`config.mk`:
```
export PLATFORM = sky130hd
export DESIGN_NAME = sram_wr_seq
export DESIGN_NICKNAME = d
export VERILOG_FILES = /design/src/rtl/sram_wr_seq.sv
export SDC_FILE = /design/constraint.sdc
export NUM_CORES = 1
export LEC_CHECK = 0
export ABC_AREA = 0
export BUFFER_PORTS_ARGS = -buffer_cell sky130_fd_sc_hd__buf_2
export CAP_MARGIN = 20
export CORE_ASPECT_RATIO = 1.1
export CORE_MARGIN = 5
export CORE_UTILIZATION = 56
export DETAILED_ROUTE_END_ITERATION = 8
export MAX_ROUTING_LAYER = met4
export PLACE_DENSITY = 0.82
export SLEW_MARGIN = 10
export SYNTH_ARGS = -nofsm -noshare
export SYNTH_HDL_FRONTEND = slang
export SYNTH_SLANG_ARGS = --single-unit
```
`constraint.sdc`:
```
create_clock -name clk -period 3 [get_ports clk]
set_input_delay 0.15 -clock clk [delete_from_list [all_inputs] [get_ports clk]]
set_output_delay 0.15 -clock clk [all_outputs]
set_load 0.005 [all_outputs]
```
`src/rtl/sram_wr_seq.sv`:
```
module sram_wr_seq #(
  parameter int AW = 16,
  parameter int DW = 16,
  parameter int CW = 8
) (
  input  logic          clk,
  input  logic          rst_n,
  input  logic          req_valid,
  input  logic [AW-1:0] req_addr,
  input  logic [DW-1:0] req_data,
  output logic          req_ready,
  input  logic [CW-1:0] cfg_asu,
  input  logic [CW-1:0] cfg_dsu,
  input  logic [CW-1:0] cfg_wpw,
  input  logic [CW-1:0] cfg_hld,
  output logic          done,
  output logic [AW-1:0] mem_addr,
  output logic [DW-1:0] mem_data,
  output logic          mem_oe,
  output logic          mem_we_n
);

  typedef enum logic [2:0] {S_IDLE, S_SETUP, S_STROBE, S_HOLD, S_DONE} st_t;

  st_t           st, st_nx;
  logic [CW-1:0] cnt, cnt_ld;
  logic [DW-1:0] dat_q;

  function automatic logic [CW-1:0] span(input logic [CW-1:0] c);
    return (c == '0) ? '0 : c - 1'b1;
  endfunction

  wire [CW-1:0] strobe_cfg = (cfg_dsu > cfg_wpw) ? cfg_dsu : cfg_wpw;
  wire          accept     = req_valid && req_ready;
  wire          last       = (cnt == '0);

  assign req_ready = (st == S_IDLE) || (st == S_DONE);

  always_comb begin
    st_nx  = st;
    cnt_ld = '0;
    case (st)
      S_IDLE, S_DONE: begin
        if (accept) begin
          st_nx  = S_SETUP;
          cnt_ld = span(cfg_asu);
        end else begin
          st_nx = S_IDLE;
        end
      end
      S_SETUP: if (last) begin
        st_nx  = S_STROBE;
        cnt_ld = span(strobe_cfg);
      end
      S_STROBE: if (last) begin
        st_nx  = S_HOLD;
        cnt_ld = span(cfg_hld);
      end
      S_HOLD: if (last) st_nx = S_DONE;
      default: st_nx = S_IDLE;
    endcase
  end

  always_ff @(posedge clk or negedge rst_n) begin
    if (!rst_n) begin
      st       <= S_IDLE;
      cnt      <= '0;
      dat_q    <= '0;
      mem_addr <= '0;
      mem_data <= '0;
      mem_we_n <= 1'b1;
      mem_oe   <= 1'b0;
      done     <= 1'b0;
    end else begin
      st <= st_nx;
      if (st_nx != st) cnt <= cnt_ld;
      else if (!last)  cnt <= cnt - 1'b1;
      if (accept) begin
        mem_addr <= req_addr;
        dat_q    <= req_data;
      end
      if (st_nx == S_STROBE && st != S_STROBE) mem_data <= dat_q;
      mem_we_n <= (st_nx != S_STROBE);
      mem_oe   <= (st_nx == S_STROBE) || (st_nx == S_HOLD);
      done     <= (st_nx == S_DONE);
    end
  end

endmodule

```
-- Word-level counts from Yosys, hierarchy flattened
Index checks and enable logic that the tools add are counted.
- logic and storage cells: 49
- register bits after elaboration: 62
- bits of input ports: 67
- reductions and logical operators: 10
- muxes and demuxes: 15
- add/subtract/negate cells: 4
- equal/unequal tests: 11
- magnitude comparators: 1
- operator list (kind ; number):
    $mux 8 ; 9
    $logic_not 8->1 ; 4
    $sub 8x1->8 const B ; 4
    $pmux 8 s3 ; 1
    $eq 3x2->1 const B ; 4
    $pmux 3 s4 ; 1
    $mux 3 ; 3
    $gt 8x8->1 ; 1
    $eq 3x3->1 const B ; 2
    $ne 3x2->1 const B ; 2
    $eq 3x1->1 const B ; 1
    $logic_not 3->1 ; 1
    $ne 3x3->1 ; 1
    $logic_and 1x1->1 ; 2
    $logic_or 1x1->1 ; 2
    $ne 2x1->1 const B ; 1
    $reduce_or 2->1 ; 1
    $mux 1 ; 1

-- Depth between registers and ports, before layout
- depth after elaboration: 7
- gate-level depth with buffers: 14
- mapped depth without buffers: 14

-- Worst setup path before layout
No wires, ideal clock.
- path type: input-to-reg
- start: input cfg_wpw[1]
- end: register cnt[6]
- data arrival time: 2513 ps
- buffers on the path: 0
- setup time: 142 ps
- path slack: 345 ps
- stages: 14
- path through: inv_1 -> ha_1 -> nor2b_1 -> o211a_1 -> o21a_1 -> o21ai_1 -> mux2i_1 -> ha_1 -> nand2b_1 -> nor4_1 -> xnor2_1 -> nand3_1 -> o221ai_1 -> a21oi_1
- word-level cells in the longest chain between the ends: 7
- elaborated cells between the ends (all ways): 8
- classes of those cells: add/sub: 1; order compare: 1; mux: 5; reduce/logical: 1
- RTL lines (item ; line ; text):
    start, declared ; 14 ; input logic [CW-1:0] cfg_wpw,
    $gt 8x8->1 ; 33 ; wire [CW-1:0] strobe_cfg = (cfg_dsu > cfg_wpw) ? cfg_dsu : cfg_wpw;
    $mux 8 (*) ; 33 ;
    $sub 8x1->8 / $logic_not 8->1 (equally long branches) ; 30 ; return (c == '0) ? '0 : c - 1'b1;
    $mux 8 (*) ; 30 ;
    $mux 8 (*) ; 51 ; S_SETUP: if (last) begin
    $pmux 8 s3 (*) ; 42 ; case (st)
    $mux 8 (*) ; 76 ; if (st_nx != st) cnt <= cnt_ld;
    end signal, assigned ; 76 ;
    end signal, assigned ; 77 ; else if (!last) cnt <= cnt - 1'b1;
    end, declared ; 26 ; logic [CW-1:0] cnt, cnt_ld;
Mark *: on every way between the ends. The rest lies on a longest branch, timed or not.
A chain may end at the register's enable or synchronous reset.

-- Worst setup path after layout
- start: register cnt[0]
- end: register cnt[7]
- word-level cells in the longest chain between the ends: 5
- elaborated cells between the ends (all ways): 13
- classes of those cells: add/sub: 1; eq/ne: 2; mux: 9; reduce/logical: 1
- RTL lines (item ; line ; text):
    $logic_not 8->1 ; 35 ; wire last = (cnt == '0);
    $mux 3, on equally long branches ; 59, 51, 55 ;
    $pmux 3 s4 ; 42 ;
    $ne 3x3->1 ; 76 ;
    $ne 2x1->1 (no line) / $mux 8 (equally long branches) ; -- ;
Parallel ways exist; a longest one is shown, timed or not. The select of a mux whose other input is x is not followed.

==> metrics.txt <==
outcome finished, final reports clean; Routed WL 9.33 mm; Initial Util 57.4%; drc violations 0; Core Region roughly 6200 um2; drt via density ~5.4; initial antenna violation count 0; hold_sp req_addr[9]; total track usage 24.4%; Die Ht 93.6 um; Slew @ Worst Pin 0.661 ns; RePlAce Congestion 0.922; Iter 0 DRT Violations 151; setup_tns 0 ns; Post-synth EDFFs 0; largest net degree at the start of global routing 37; Critical-path top delay cell o21ai_1; reg2reg end cnt[7]; VDD IR max 0.581 mV; Slew Limit Fails 0; vias in the first global route between 3,000 and 4,000; Sw Share 36.7%; Mapped Area roughly 3600 um2; n_diodes 0; Max clock buf depth 2; #FFs+latches synth 62; Bufs and invs on worst path 1; critical path capture point type flip-flop; Syn Area/Cell approximately 9.2 um2; PostCTS Resize Cnt 0; fin crit period about 2.6 ns; final setup vio count 0; main flop type after synthesis dfrtp_1; highest clock rate just under 0.4 GHz; I/O Buffers 102; critical path peak fanout 8; Max-Cap Viols 0; Post-DP HPWL 6.81 mm; total grt overflow 0; global-route wire length before repair 15.0 mm; Power Internal 2.07 mW; worst hold stages 3; CP max stage delay 0.58 ns; Antenna Violating Nets Remaining 0; power share of the sequential group between 40% and 50%; Async SR Flop Fraction 100%; Pre-antenna DRT Iters 5; root buf cell clkbuf_8; clock share of power 19.3%; Pleak between 2 and 2.5 nW; NetSw 1.20 mW; worst-skew pair later-pin latency between 0.3 and 0.4 ns; Routed WL per cell 15.6 um; Synth area leaders dfrtp_1 (43%), nand2_1 (11%), ha_1 (5.3%), mux2_2 (5.1%), xnor2_1 (3.9%); most common cell in the netlist nand2_1; arrival time at the worst endpoint 2.75 ns; R2R Path Start cnt[0]; CTS H-tree lvls 3; Hold Path Class in -> reg; synth cell count leaders nand2_1 (106), dfrtp_1 (61), nor2_1 (25); Clock Skew 0.0110 ns; die area around 8000 um2; combinational share of power ~38%; WHS Endpoint mem_addr[9]; Slew HR 55.8%; Rows 30; post-synthesis cell type count 53; CP cell instances inv_1 -> ha_1 -> nor3b_4 -> nand3_1 -> o21ai_1 -> nor2_1 -> a211oi_1 -> a21oi_1; register area share after synthesis 43.7%; area leader, netlist dfrtp_1; pwr dens 722 nW/um2; CP startpoint kind flip-flop; nets@finish between 500 and 600; Required @ worst endpoint 3.19 ns; worst reg-to-reg path cell count 8; fin crit share 85.6%; CP top delay family compound AO/OA/AOI/OAI gates; Die Wd between 80 and 90 um; CTS Sinks 62; Final Hold Fails 0; post-synth top area share between 40% and 50%; clock-pin slew on the worst setup and hold paths 0.07 ns; RSZ-0062 raised after global routing false; Layout fillers 464; cells after synthesis 388; layout cell share with drive strength beyond 1 30.0%; r2r setup slk 0.43 ns; syn_nets 470; Area Growth Syn to Fin 27.2%; Synth warnings 0; vias after detailed routing 3,256; CTS Buf Count 9; CTS tree yes; Crit path depth 8; IO Count 103; crit path kind reg -> reg; Core Util, Final 73.0%
what timing repair did:
item / CTS / global route
hold buffers: 14 / 2
buffers inserted: 0 / 0
hold endpoints to repair: 38 / 2
worst max-delay path by stage:
| stage | to | start | slack, ns |
|---|---|---|---|
| floorplan | cnt[6] | cfg_wpw[1] | 0.34 |
| global placement | cnt[6] | cfg_dsu[1] | 0.24 |
| detailed placement | cnt[6] | cfg_dsu[1] | 0.20 |
| CTS | cnt[7] | cnt[0] | 0.51 |
| global route | cnt[6] | cfg_wpw[1] | 0.30 |
| finish | cnt[7] | cnt[0] | 0.43 |
layer usage:
metal  part of all wire (%)  vias to the layer above  GRT usage (%)  routed length, um
met5                      0                        -              -                  0
met4                   0.88                        0           7.65                 82
met3                    4.9                        8           3.79                454
met2                     52                      105           40.6               4840
met1                     42                     1555           30.6               3950
li1                       -                     1588              -                  -
tightest hold or removal path: stages:
cell and delay (ns):
buf_2 0.08, nand2_1 0.04, nand2_1 0.05
placed cells by master, fill, tap and decap left out, types with 2 or more instances in the layout:
cell and n:
nor3_2 2, nand2b_1 7, a22oi_1 2, o22ai_1 2
nor3_1 6, clkbuf_8 9, xnor2_1 16, and4_1 2
xor2_1 9, dlygate4sd3_1 16, nand2_1 106, buf_2 102
o21ai_1 4, mux2i_1 3, mux2_2 16, nand3_1 7
nor2_1 25, o221ai_1 5, nand4_1 2, o21a_1 2
clkinv_2 3, a21o_1 2, a21oi_1 14, ha_1 15
inv_1 20, o21ai_0 3, dfrtp_1 61, or4_1 2
buf_4 8, nor3b_4 2, o31ai_1 2, a211oi_1 4
clkinvlp_4 2, inv_6 2, nor4_1 12, nor2b_1 2
a22o_1 2
per-stage QoR:
step / setup WS (ns) / instance area [um2] / total power [mW] / cells / hold WS [ns]
6_report: 0.432 / 4520 / 3.26 / 600 / 0.0169
5_1_grt: 0.300 / 4520 / 3.52 / 600 / 0.00415
4_1_cts: 0.509 / 4500 / 3.27 / 598 / 0.000726
3_5_place_dp: 0.197 / 4190 / 2.61 / 568 / 0.201
3_3_place_gp: 0.237 / 4190 / 2.56 / 568 / 0.190
2_1_floorplan: 0.345 / 3560 / 2.13 / 388 / -0.146
final cells by class:
cell class | count | area (um2) | share of cell area [%]
Tap cell | 80 | 100 | 2.21
Clock buffer | 9 | 124 | 2.74
Sequential cell | 62 | 1550 | 34.3
Inverter | 20 | 75.1 | 1.66
Clock inverter | 7 | 47.5 | 1.05
Multi-Input combinational cell | 296 | 1890 | 41.9
Timing Repair Buffer | 126 | 731 | 16.2
sequential cells by signal (all words and copies together) (netlist names):
signal and count:
dat_q 16, mem_addr 16, mem_data 16, cnt 8, st 3, done 1
mem_oe 1, mem_we_n 1
cell families after synthesis:
kind of cell / after synthesis / synth area share, %
AND/OR/NAND/NOR: 185 / 25.0
AO/OA/AOI/OAI: 52 / 10.7
XOR/XNOR: 25 / 6.16
multiplexers: 19 / 5.91
adder cells (fa/ha/maj): 15 / 5.28
flip-flops: 62 / 43.7
buffers and inverters: 30 / 3.27
power by group through the flow:
| stage | registers, mW | clock network [mW] | logic, mW |
|---|---|---|---|
| 2_1_floorplan | 1.39 | 0 | 0.737 |
| 3_3_place_gp | 1.39 | 0 | 1.17 |
| 3_5_place_dp | 1.41 | 0 | 1.20 |
| 4_1_cts | 1.40 | 0.644 | 1.23 |
| 5_1_grt | 1.44 | 0.689 | 1.39 |
| 6_report | 1.40 | 0.629 | 1.23 |
(Power assumes the default switching activity.)
